## src/rtl/tmr_pkg.sv

```systemverilog
`timescale 1ns/1ps
package tmr_pkg;
  localparam int PSC_W     = 10;
  localparam int UNIE_BIT  = 5;
  localparam int UNF_BIT   = 8;

  // terminal count of the prescaler for a 3-bit ratio code
  function automatic logic [PSC_W-1:0] psc_limit(input logic [2:0] code);
    case (code)
      3'd0:    psc_limit = PSC_W'(3);
      3'd1:    psc_limit = PSC_W'(15);
      3'd2:    psc_limit = PSC_W'(63);
      3'd3:    psc_limit = PSC_W'(255);
      default: psc_limit = PSC_W'(1023);
    endcase
  endfunction
endpackage

```

## src/rtl/tmr_prescaler.sv

```systemverilog
`timescale 1ns/1ps
module tmr_prescaler
  import tmr_pkg::*;
(
  input  logic       clk,
  input  logic       rst_n,
  input  logic       run,
  input  logic [2:0] code,
  output logic       tick
);
  logic [PSC_W-1:0] div_q, div_d;

  assign tick = run && (div_q >= psc_limit(code));

  always_comb begin
    if (!run || tick) div_d = '0;
    else              div_d = div_q + PSC_W'(1);
  end

  always_ff @(posedge clk or negedge rst_n) begin
    if (!rst_n) div_q <= '0;
    else        div_q <= div_d;
  end


  psc_restart_chk: assert property (@(posedge clk) disable iff (!rst_n)
    !run |=> !tick);
endmodule

```

## src/rtl/tmr_channel.sv

```systemverilog
`timescale 1ns/1ps
module tmr_channel
  import tmr_pkg::*;
#(
  parameter int CNT_W = 32
) (
  input  logic             clk,
  input  logic             rst_n,
  input  logic             run,
  input  logic             rl_we,
  input  logic             cnt_we,
  input  logic             ctl_we,
  input  logic [31:0]      wdata,
  output logic [CNT_W-1:0] reload_o,
  output logic [CNT_W-1:0] count_o,
  output logic [15:0]      ctl_o,
  output logic             irq_o
);
  logic [CNT_W-1:0] reload_q, reload_d, cnt_q, cnt_d;
  logic [2:0]       psel_q, psel_d;
  logic             unie_q, unie_d, unf_q, unf_d;
  logic             tick, uflow;

  tmr_prescaler psc_i (
    .clk  (clk),
    .rst_n(rst_n),
    .run  (run),
    .code (psel_q),
    .tick (tick)
  );

  assign uflow = tick && (cnt_q == '0);

  always_comb begin
    reload_d = rl_we ? wdata[CNT_W-1:0] : reload_q;
    if (cnt_we)     cnt_d = wdata[CNT_W-1:0];
    else if (uflow) cnt_d = reload_q;
    else if (tick)  cnt_d = cnt_q - CNT_W'(1);
    else            cnt_d = cnt_q;
    psel_d = ctl_we ? wdata[2:0] : psel_q;
    unie_d = ctl_we ? wdata[UNIE_BIT] : unie_q;
    // software may only clear; a new underflow always wins
    unf_d  = (ctl_we ? (unf_q & wdata[UNF_BIT]) : unf_q) | uflow;
  end

  always_ff @(posedge clk or negedge rst_n) begin
    if (!rst_n) begin
      reload_q <= '1;
      cnt_q    <= '1;
      psel_q   <= '0;
      unie_q   <= 1'b0;
      unf_q    <= 1'b0;
    end else begin
      reload_q <= reload_d;
      cnt_q    <= cnt_d;
      psel_q   <= psel_d;
      unie_q   <= unie_d;
      unf_q    <= unf_d;
    end
  end

  assign reload_o = reload_q;
  assign count_o  = cnt_q;
  assign ctl_o    = {7'b0, unf_q, 2'b0, unie_q, 2'b0, psel_q};
  assign irq_o    = unf_q & unie_q;


  cnt_hold_chk: assert property (@(posedge clk) disable iff (!rst_n)
    (!run && !cnt_we) |=> $stable(cnt_q));

  uflow_reload_chk: assert property (@(posedge clk) disable iff (!rst_n)
    (uflow && !cnt_we) |=> (unf_q && cnt_q == $past(reload_q)));

  unf_cause_chk: assert property (@(posedge clk) disable iff (!rst_n)
    $rose(unf_q) |-> $past(uflow));

  unf_sticky_chk: assert property (@(posedge clk) disable iff (!rst_n)
    (ctl_we && !unf_q && !uflow) |=> !unf_q);

  set_wins_chk: assert property (@(posedge clk) disable iff (!rst_n)
    (uflow && ctl_we) |=> unf_q);
endmodule

```

## src/rtl/tmr_unit.sv

```systemverilog
`timescale 1ns/1ps
module tmr_unit #(
  parameter int NUM_CH     = 3,
  parameter int ALT_LAYOUT = 0,
  parameter int ADDR_W     = 8
) (
  input  logic              clk,
  input  logic              rst_n,
  input  logic              bus_we,
  input  logic [ADDR_W-1:0] bus_addr,
  input  logic [31:0]       bus_wdata,
  output logic [31:0]       bus_rdata,
  output logic [NUM_CH-1:0] irq
);
  localparam int CNT_W     = 32;
  localparam int START_OFS = (ALT_LAYOUT != 0) ? 2 : 4;
  localparam int CH_BASE   = (ALT_LAYOUT != 0) ? 4 : 8;
  localparam int CH_STRIDE = 12;

  logic [1:0]        rs_q;
  logic              rst_i_n;
  logic [NUM_CH-1:0] run_q, run_d;
  logic              start_hit;
  logic [NUM_CH-1:0] hit_rl, hit_cnt, hit_ctl;
  logic [CNT_W-1:0]  reload_v [NUM_CH];
  logic [CNT_W-1:0]  count_v  [NUM_CH];
  logic [15:0]       ctl_v    [NUM_CH];

  // asynchronous assertion, synchronous release
  always_ff @(posedge clk or negedge rst_n) begin
    if (!rst_n) rs_q <= 2'b00;
    else        rs_q <= {rs_q[0], 1'b1};
  end
  assign rst_i_n = rs_q[1];

  assign start_hit = (bus_addr == ADDR_W'(START_OFS));

  always_comb run_d = (bus_we && start_hit) ? bus_wdata[NUM_CH-1:0] : run_q;

  always_ff @(posedge clk or negedge rst_i_n) begin
    if (!rst_i_n) run_q <= '0;
    else          run_q <= run_d;
  end

  for (genvar i = 0; i < NUM_CH; i++) begin : g_ch
    assign hit_rl[i]  = (bus_addr == ADDR_W'(CH_BASE + CH_STRIDE*i));
    assign hit_cnt[i] = (bus_addr == ADDR_W'(CH_BASE + CH_STRIDE*i + 4));
    assign hit_ctl[i] = (bus_addr == ADDR_W'(CH_BASE + CH_STRIDE*i + 8));

    tmr_channel #(.CNT_W(CNT_W)) ch_i (
      .clk     (clk),
      .rst_n   (rst_i_n),
      .run     (run_q[i]),
      .rl_we   (bus_we && hit_rl[i]),
      .cnt_we  (bus_we && hit_cnt[i]),
      .ctl_we  (bus_we && hit_ctl[i]),
      .wdata   (bus_wdata),
      .reload_o(reload_v[i]),
      .count_o (count_v[i]),
      .ctl_o   (ctl_v[i]),
      .irq_o   (irq[i])
    );
  end

  always_comb begin
    bus_rdata = '0;
    if (start_hit) bus_rdata = 32'(run_q);
    for (int i = 0; i < NUM_CH; i++) begin
      if (hit_rl[i])  bus_rdata = reload_v[i];
      if (hit_cnt[i]) bus_rdata = count_v[i];
      if (hit_ctl[i]) bus_rdata = 32'(ctl_v[i]);
    end
  end


  start_wr_chk: assert property (@(posedge clk) disable iff (!rst_i_n)
    (bus_we && start_hit) |=> (run_q == $past(bus_wdata[NUM_CH-1:0])));
endmodule

```

## config.mk

```make
export PLATFORM = sky130hd
export DESIGN_NAME = tmr_unit
export DESIGN_NICKNAME = d
export VERILOG_FILES = /design/src/rtl/tmr_pkg.sv /design/src/rtl/tmr_prescaler.sv /design/src/rtl/tmr_channel.sv /design/src/rtl/tmr_unit.sv
export SDC_FILE = /design/constraint.sdc
export NUM_CORES = 1
export LEC_CHECK = 0
export BUFFER_PORTS_ARGS = -buffer_cell sky130_fd_sc_hd__buf_2
export CORE_UTILIZATION = 55
export CTS_CLUSTER_DIAMETER = 100
export CTS_CLUSTER_SIZE = 24
export DETAILED_ROUTE_END_ITERATION = 16
export PLACE_DENSITY = 0.8
export REMOVE_ABC_BUFFERS = 1
export SETUP_SLACK_MARGIN = 0.2
export SYNTH_ARGS = -nofsm -noshare
export SYNTH_HDL_FRONTEND = slang
export SYNTH_HIERARCHICAL = 1
export SYNTH_SLANG_ARGS = --single-unit
```

## constraint.sdc

```tcl
create_clock -name clk -period 9.8 [get_ports clk]
set_input_delay 1.47 -clock clk [delete_from_list [all_inputs] [get_ports clk]]
set_output_delay 1.47 -clock clk [all_outputs]
set_load 0.1 [all_outputs]
```

==> results of run 1 <==
==> power groups by stage <==
stage / Clock, uW / Sequential [uW] / Combinational (uW)
2_1_floorplan: 0 / 1140 / 178
3_3_place_gp: 0 / 1150 / 270
3_5_place_dp: 0 / 1150 / 280
4_1_cts: 680 / 1140 / 281
5_1_grt: 718 / 1150 / 311
6_report: 673 / 1140 / 289
==> layout make-up <==
type	count	area (um2)	share of cell area, %
inverter	38	142.6	0.8216
clock inverter	3	50.05	0.2883
sequential	242	6300	36.29
multi-input combinational	1372	9484	54.63
clock buffer	18	396.6	2.285
timing repair buffer	92	500.5	2.883
tap	390	488.0	2.811
==> cells in the final DEF (no fill, tap or decap), types with 7 or more instances in the layout <==
master / Yosys / layout
nor3_1: 41 / 41
or3_1: 18 / 18
a21o_1: 18 / 18
o21ai_1: 42 / 42
nand2_1: 93 / 93
xnor2_1: 51 / 51
a2bb2oi_1: 23 / 23
buf_4: 40 / 16
o31a_1: 12 / 12
a31oi_1: 16 / 16
or2_2: 9 / 9
o21ai_0: 144 / 144
and3_1: 48 / 48
buf_2: 21 / 76
xor2_1: 9 / 9
mux2_2: 116 / 116
dfstp_2: 192 / 192
nor2_1: 112 / 108
ha_1: 24 / 24
clkbuf_16: 0 / 15
a22oi_1: 30 / 30
nor2b_1: 17 / 17
or4_1: 9 / 9
a21oi_1: 104 / 104
or4_4: 9 / 9
o22ai_1: 48 / 48
o211ai_1: 19 / 19
a211oi_1: 32 / 32
conb_1: 4 / 34
mux2i_1: 43 / 43
inv_1: 36 / 36
o31ai_1: 21 / 21
a22o_1: 7 / 7
nand3_1: 30 / 30
a221oi_1: 27 / 27
dfrtp_1: 50 / 49
nor3_4: 7 / 8
nand2b_1: 7 / 7
nor4_1: 30 / 30
==> metal layers <==
metal	share of wire, %	vias up
met1	41	7253
met4	3.3	0
li1	-	6619
met5	0	-
met2	45	877
met3	11	126
==> registers in the layout, summed over array words and instances (netlist names) <==
name	flops
g_ch.ch_i/unf_q	3
g_ch.ch_i/psel_q	9
rs_q	2
g_ch.ch_i/psc_i/div_q	30
g_ch.ch_i/unie_q	3
g_ch.ch_i/reload_o	96
run_q	3
g_ch.ch_i/count_o	96
==> logic make-up (layout without fill, tap and decap cells) <==
| logic type | Yosys count | after routing | synth area share (%) |
|---|---|---|---|
| AO/OA/AOI/OAI | 600 | 600 | 23.73 |
| XOR/XNOR | 60 | 60 | 3.170 |
| adder cells (fa/ha/maj) | 24 | 24 | 1.811 |
| buffers and inverters | 197 | 151 | 5.660 |
| flip-flops | 242 | 242 | 37.97 |
| multiplexers | 159 | 159 | 10.47 |
| other | 4 | 34 | 0.09053 |
| AND/OR/NAND/NOR | 495 | 495 | 17.09 |
==> per-stage QoR <==
step / utilization [%] / std cells / power [uW]
2_1_floorplan: - / 1652 / 1320
3_3_place_gp: 57.07 / 2134 / 1422
3_5_place_dp: 57.07 / 2134 / 1433
4_1_cts: 58.58 / 2155 / 2100
5_1_grt: 58.58 / 2155 / 2176
6_report: 58.58 / 2155 / 2103
==> final timing paths <==
kind | from | to | slack [ps] | depth (start not counted)
max | bus_addr[2] | bus_rdata[16] | 3530 | 8
min | rs_q[1]$_DFF_PN0_ | g_ch[0].ch_i/psc_i/div_q[7]$_DFF_PN0_ | 160 | 0
max reg2reg | g_ch[1].ch_i/psel_q[2]$_DFFE_PN0P_ | g_ch[1].ch_i/count_o[17]$_DFFE_PN1P_ | 5370 | 9
min reg2reg | rs_q[1]$_DFF_PN0_ | g_ch[0].ch_i/psc_i/div_q[7]$_DFF_PN0_ | 160 | 0
max in group asynchronous | rs_q[1]$_DFF_PN0_ | g_ch[2].ch_i/count_o[24]$_DFFE_PN1P_ | 7580 | 2
min in group clk | rs_q[0]$_DFF_PN0_ | rs_q[1]$_DFF_PN0_ | 360 | 0
==> impl_results.md, run 1 <==
- RSZ-0062 raised after global routing: no
- Htree depth: 1
- Crit path kind: in -> out
- TritonCTS clock tree: done
- Pre-antenna DRT Iters: 6
- Diode count: 0
- GPL Wtd Cong: 0.9661
- IO buf count: 77
- DRT iter0 DRCs: around 2,000
- Vias in the first global route: 14,200
- Post-CTS setup buffers: 0
- Clock skew: 23.59 ps
- VDD IR max: 0.08703 mV
- Die Area: 0.03084 mm2
- Most used cell, CP: buf_4
- WP data required: 8330 ps
- Clk sinks: 242
- Most common flop cell mapped by yosys: dfstp_2
- Rows: 63
- Post-synthesis cell type count: 76
- Status: finished, final reports clean
- CP top delay family: buffers and inverters
- CTS buffer count: 14
- Leakage: 0.006733 uW
- WL/cell: 23.66 um
- Max_slew headroom: 26.28%
- Clk pin slew, worst setup/hold paths: 90 ps
- Hold slack: 160.9 ps
- Fraction of the yosys area taken by sequential cells: between 30% and 40%
- Final Setup Violations: 0
- Buffers & Inverters on Critical Path: 3
- Max cap viols: 0
- TNS Setup: 0 ps
- I/O pin cnt: 78
- Worst skew pair latency: about 500 ps
- Hold Crit Class: reg -> async
- DRC: 0
- Vias per cell: 6.903
- Logic gate share of total power: 13.7%
- Critical Path Max Stage Delay: 880 ps
- Sequential fraction of design power: around 54%
- Layout cells sized above 1: 28.05%
- Top cells by area, synth: dfstp_2, mux2_2, dfrtp_1, o21ai_0, a21oi_1
- Top post-synthesis cells by count: dfstp_2, o21ai_0, mux2_2
- Post-Syn Area: approximately 0.017 mm2
- #FFs+latches synth: 242
- Switching part of the total: 28.51%
- Total gr overflow: 0
- Top-area cell type share of the netlist area: 30.43%
- Antenna violations before repair: 0
- HPWL after detailed placement: approximately 36,000 um
- GR Util met1: 45.62%
- Power per cell area: 121.1 mW/mm2
- Layout Nets: 1,827
- Most frequent cell after synthesis: dfstp_2
- Clock share of power: 32.0%
- Syn. warnings: 6
- Cell Area, Placed: 0.01692 mm2
- Ordered cell list for the critical path: buf_4 -> nor2b_1 -> buf_4 -> and2_1 -> a21oi_1 -> a2bb2oi_1 -> a211oi_1 -> buf_2
- Layout fillers: 2,547
- Post-DRT Antenna Nets: 0
- Pre-CTS setup slack: 3719 ps
- GRT Total Usage: 32.41%
- Worst endpoint data arrival time: 4800 ps
- Busiest metal layer after global routing: met2
- CP max-delay cell: and2_1
- Die H: 175.6 um
- Hold Buf Count CTS: 0
- Synthesis-to-finish area growth: 4.717%
- Met3 Use GR: 6.385%
- Final Max Slew Viols: 0
- Die W: between 150 and 200 um
- Max FO, Critical Path: 57
- Worst-Margin Slew: 1102 ps
- Initial Utilization: 55.94%
- Core Area: between 0.02 and 0.03 mm2
- Psw: 599.5 uW
- Total wire length: 50,990 um
- Final Hold Viols: 0
- Largest net degree at the start of global routing: 84
- Met2 Usage GRT: 49.26%
- P_int: 1503 uW
- Cells after Synth: 1,781
- Worst Setup End Kind: output port
- Period utilization: 63.95%
- Bufs on Longest Clock Path: 3
- Critical Path Start Type: primary input
- PostCTS Resize Cnt: 0
- Final Cell Area: 0.01736 mm2
- First-pass GRT wire length: 79,520 um
- Ys async rst share: 100.0%
- CTS root buffer: clkbuf_16
- Via count: around 15,000
- EDFF count, synth: 0
- Synth Area per Inst: 9.309 um2
- Post-route setup slack: around 3500 ps
- Fin crit period: between 6000 and 7000 ps
- Cell taking the most area after synthesis: dfstp_2
- Max Fclk: 0.1596 GHz
Note: power is estimated with default switching activity, not from simulation.
==> run 2: changes to the inputs <==
- clock period: 9.8 -> 6.12 ns (I/O delays scaled with it)
==> run 2 against run 1 <==
Die area stayed put. Register-to-register slack got worse by 3600 ps. Clock power increased by 62%. Power grew 61%. Via count fell by 0.83%. Sequential power increased by 61%. Non-clock buffer count grew 1. Sequential cell count stayed put. Critical path depth down 1. Global-route usage rose by 0.45 points. Combinational power rose by 58%. Sequential share of layout area decreased by 0.057 points. Critical path type unchanged. Largest cell class unchanged.
==> impl_results.md, run 2 (synthesized netlist as in run 1, its figures left out) <==
- Clk pin slew, worst setup/hold paths: 90 ps
- Pre-antenna DRT Iters: 6
- Hold Crit Class: in -> async
- Fin crit period: 4824 ps
- Total wire length: 51,380 um
- Max Fclk: 0.2073 GHz
- GPL Wtd Cong: 0.9289
- Power Total: 3379 uW
- RSZ-0062 raised after global routing: no
- Max FO, Critical Path: 73
- Worst skew pair latency: between 500 and 600 ps
- Final Setup Violations: 0
- Period utilization: 78.83%
- Total gr overflow: 0
- Vias per cell: about 6.8
- Psw: 968.5 uW
- First-pass GRT wire length: 79,590 um
- Max_slew headroom: 29.57%
- Final Hold Viols: 0
- Die W: 175.6 um
- Core Area: slightly below 0.03 mm2
- Post-DRT Antenna Nets: 0
- HPWL after detailed placement: 36,200 um
- IO buf count: 77
- WL/cell: around 24 um
- Worst endpoint data arrival time: 3910 ps
- Final Max Slew Viols: 0
- Hold Buf Count CTS: 0
- Power per cell area: about 200 mW/mm2
- Post-CTS setup buffers: 0
- Vias in the first global route: 13,600
- Synthesis-to-finish area growth: 4.883%
- Leakage: 0.006739 uW
- Cell Area, Placed: ~0.017 mm2
- Via count: 14,750
- Largest net degree at the start of global routing: 171
- Die Area: 0.03084 mm2
- Status: finished, final reports clean
- Die H: 175.6 um
- R2R setup slack: 1770 ps
- Clock skew: around 22 ps
- Commonest non-fill, non-tap cell in the layout: dfstp_2
- Layout cells sized above 1: 28.07%
- DRC: 0
- Max cap viols: 0
- GRT Total Usage: between 30% and 40%
- Sequential fraction of design power: 54.3%
- Most frequent cells in the layout: dfstp_2, o21ai_0, mux2_2
- Critical Path Start Type: primary input
- Diode count: 0
- Crit path kind: in -> out
- Switching part of the total: 28.66%
- CTS buffer count: 14
- CTS root buffer: clkbuf_16
- Bufs on Longest Clock Path: 3
- Initial Utilization: around 56%
- Crit. Startpoint: bus_addr[2]
- Layout Nets: roughly 1,800
- Htree depth: 1
- Worst R2R Start: g_ch[0].ch_i/psel_q[2]$_DFFE_PN0P_
- Util after Layout: 58.67%
- Clock share of power: 32.2%
- P_int: 2411 uW
- VDD IR max: 0.1310 mV
- WP data required: 5200 ps
- Hold slack: 188.1 ps
- Worst Setup End Kind: output port
- Antenna violations before repair: 1
- Clk sinks: between 200 and 250
- Final Cell Area: 0.01739 mm2
- Worst-Margin Slew: 1055 ps
- Rows: 63
- Logic gate share of total power: 13.5%
- PostCTS Resize Cnt: 0
- I/O pin cnt: approximately 80
- TritonCTS clock tree: done
- DRT iter0 DRCs: 2,151
[run 2: layout make-up]
cell class / instances / area [um2]
fillers: 2603 / 12250
clock inverters: 3 / 53.80
flip-flops and latches: 242 / 6300
well taps: 390 / 488.0
repair buffers: 93 / 520.5
clock buffers: 19 / 400.4
inverters: 38 / 142.6
multi-input cells: 1372 / 9484
[run 2: layer usage]
layer  wire, um  track usage (%)
met3       5164            5.390
met1      22300            48.33
met5          0                0
met4       1333            9.819
met2      22580            49.47
[run 2: stage by stage]
stage,std cells,TNS (ps),worst slack [ps]
floorplan,1652,-37820,-787.8
global placement,2135,0,1344
detailed placement,2135,0,1348
CTS,2157,0,1348
global route,2157,0,1154
finish,2157,0,1296
[run 2: worst paths after layout]
check                                                   endpoint  cells past startpoint
max                                                bus_rdata[11]                      7
min                                            rs_q[1]$_DFF_PN0_                      1
max reg2reg                  g_ch[0].ch_i/count_o[9]$_DFFE_PN1P_                      9
min reg2reg                                    rs_q[1]$_DFF_PN0_                      0
max in group asynchronous  g_ch[2].ch_i/psc_i/div_q[1]$_DFF_PN0_                      1
min in group clk                               rs_q[1]$_DFF_PN0_                      0
[run 2: power by group through the flow]
stage               combinational (uW)  clock [uW]  sequential (uW)
floorplan                          284           0             1830
global placement                   432           0             1850
detailed placement                 443           0             1860
CTS                                446        1100             1830
global route                       489        1150             1850
finish                             457        1090             1840
[run 2: critical path: stages]
cell	delay, ps
buf_4	130
buf_4	350
nor2_1	730
nand3_1	670
a22oi_1	390
a311o_1	240
buf_2	460
==> run 3: changes to the inputs <==
- clock period: 6.12 -> 4.8 ns (I/O delays scaled with it)
==> run 3 against run 2 <==
Critical path depth shrank 1. Clock skew grew 2.6 ps. Combinational power grew 35%. Register-to-register slack lost 590 ps. Design area grew 3.2%. Setup slack lost 580 ps. Routed wire length grew 3.8%. Power grew 28%. Cell count grew 1.3%. Critical endpoint is now bus_rdata[9]. Largest cell class unchanged. Highest routed layer unchanged.
==> impl_results.md, run 3 (synthesized netlist as in run 1, its figures left out) <==
- Layout Nets: approximately 1,900
- Finished Layout Cells: 2,185
- Final Hold Viols: 0
- Status: finished, final reports clean
- Most used cell, CP: buf_2
- TritonCTS clock tree: done
- Antenna violations before repair: 0
- Crit path kind: in -> out
- Leakage: 0.006938 uW
- Most frequent cells in the layout: dfstp_2, o21ai_0, mux2_2
- GRT Total Usage: 34.17%
- CTS buffer count: 14
- RSZ-0062 raised after global routing: no
- Worst endpoint data arrival time: 3370 ps
- Vias per cell: about 7
- Die W: 175.6 um
- DRC: 0
- TNS Setup: 0 ps
- Buffers & Inverters on Critical Path: 2
- First-pass GRT wire length: 83,100 um
- Commonest non-fill, non-tap cell in the layout: dfstp_2
- Synthesis-to-finish area growth: 8.211%
- GPL Wtd Cong: 0.9556
- Total gr overflow: 0
- Final Setup Violations: 0
- Final Max Slew Viols: 0
- CP max-delay cell: nor2_1
- Final Cell Area: approximately 0.018 mm2
- HPWL after detailed placement: 37,760 um
- IO buf count: just under 80
- Via count: 15,170
- Ordered cell list for the critical path: buf_2 -> or2_1 -> nor2_1 -> o211ai_1 -> a32oi_1 -> buf_2
- DRT iter0 DRCs: 2,217
- Pre-CTS setup slack: 795.4 ps
- VDD IR max: 0.1733 mV
- Power per cell area: 241.5 mW/mm2
- Worst-Margin Slew: 1105 ps
- WL/cell: 24.41 um
- Hold Buf Count CTS: 1
- Die H: 175.6 um
- Initial Utilization: 55.94%
- Max Fclk: ~0.24 GHz
- Pre-antenna DRT Iters: 6
- Cell Area, Placed: about 0.017 mm2
- Post-CTS setup buffers: 0
- Largest net degree at the start of global routing: between 80 and 90
- Layout fillers: 2,557
- Placed Instances: 2,162
- Rows: 63
- Hold Crit Class: reg -> async
- Layout cells sized above 1: 29.08%
- Diode count: 0
- Post-DRT Antenna Nets: 0
- Bufs on Longest Clock Path: 3
- CTS root buffer: clkbuf_16
- Htree depth: 1
- Worst Setup End Kind: output port
- Max cap viols: 0
- Total wire length: 53,330 um
- Max FO, Critical Path: 19
- Critical Path Max Stage Delay: 770 ps
- WP data required: ~4000 ps
- PostCTS Resize Cnt: 0
- Fin crit period: roughly 4000 ps
- I/O pin cnt: 78
- Clk pin slew, worst setup/hold paths: 100 ps
- Core Area: 0.02964 mm2
- Clock skew: 24.21 ps
- Post-route setup slack: between 700 and 800 ps
- Clk sinks: 242
- CP top delay family: simple AND/OR/NAND/NOR gates
- Hold slack: 340.0 ps
- Die Area: just over 0.03 mm2
- Vias in the first global route: 14,380
- Max_slew headroom: between 20% and 30%
- Worst skew pair latency: 500 ps
- Critical Path Start Type: primary input
- Period utilization: between 80% and 90%
-- run 3: metrics by stage --
stage                     util [%]  power (uW)
after floorplan                  -        2695
after global placement       58.98        2936
after detailed placement     58.98        2956
after CTS                    60.53        4331
after global routing         60.53        4487
final                        60.53        4333
-- run 3: worst paths after layout --
| kind | slack, ps | depth (start not counted) | from | end |
|---|---|---|---|---|
| worst min register to register | 340 | 0 | rs_q[1]$_DFF_PN0_ | g_ch[0].ch_i/psc_i/div_q[7]$_DFF_PN0_ |
| min in group clk | 370 | 0 | rs_q[0]$_DFF_PN0_ | rs_q[1]$_DFF_PN0_ |
| worst max register to register | 1180 | 9 | g_ch[0].ch_i/psel_q[2]$_DFFE_PN0P_ | g_ch[0].ch_i/count_o[17]$_DFFE_PN1P_ |
| max in group asynchronous | 3210 | 1 | rs_q[1]$_DFF_PN0_ | g_ch[2].ch_i/count_o[24]$_DFFE_PN1P_ |
| worst min-delay path | 340 | 0 | rs_q[1]$_DFF_PN0_ | g_ch[0].ch_i/psc_i/div_q[7]$_DFF_PN0_ |
| worst max-delay path | 710 | 6 | bus_addr[1] | bus_rdata[9] |
-- run 3: final cells by class --
cell class / count / area, um2 / area share (%)
Multi-Input combinational cell: 1372 / 9484 / 52.86
Sequential cell: 242 / 6300 / 35.11
Timing Repair Buffer: 121 / 1076 / 5.998
Tap cell: 390 / 488.0 / 2.720
Clock buffer: 20 / 404.1 / 2.253
Inverter: 38 / 142.6 / 0.7950
Clock inverter: 2 / 46.29 / 0.2580
-- run 3: worst register-to-register path: stages, from the launching register on --
cell and delay, ps:
dfrtp_1 450, nor3_1 310, ha_1 240, o211ai_1 120, o21ai_0 260, o221a_2 440, and4b_1 450, nand3_2 580
nand2_1 520, o22ai_1 170
-- run 3: layer usage --
metal | global-route usage, % | wire length, um | share of wire [%] | up-vias
li1 | - | - | - | 6679
met1 | 49.29 | 22240 | 42 | 7470
met2 | 52.49 | 23810 | 45 | 874
met3 | 5.563 | 5633 | 11 | 143
met4 | 10.33 | 1640 | 3.1 | 0
met5 | 0 | 0 | 0 | -
-- run 3: power by group --
part | leakage, uW | internal, uW | switching (uW)
Sequential | 0.00266 | 2200 | 133
Clock | 0.000218 | 655 | 726
Combinational | 0.00406 | 234 | 382
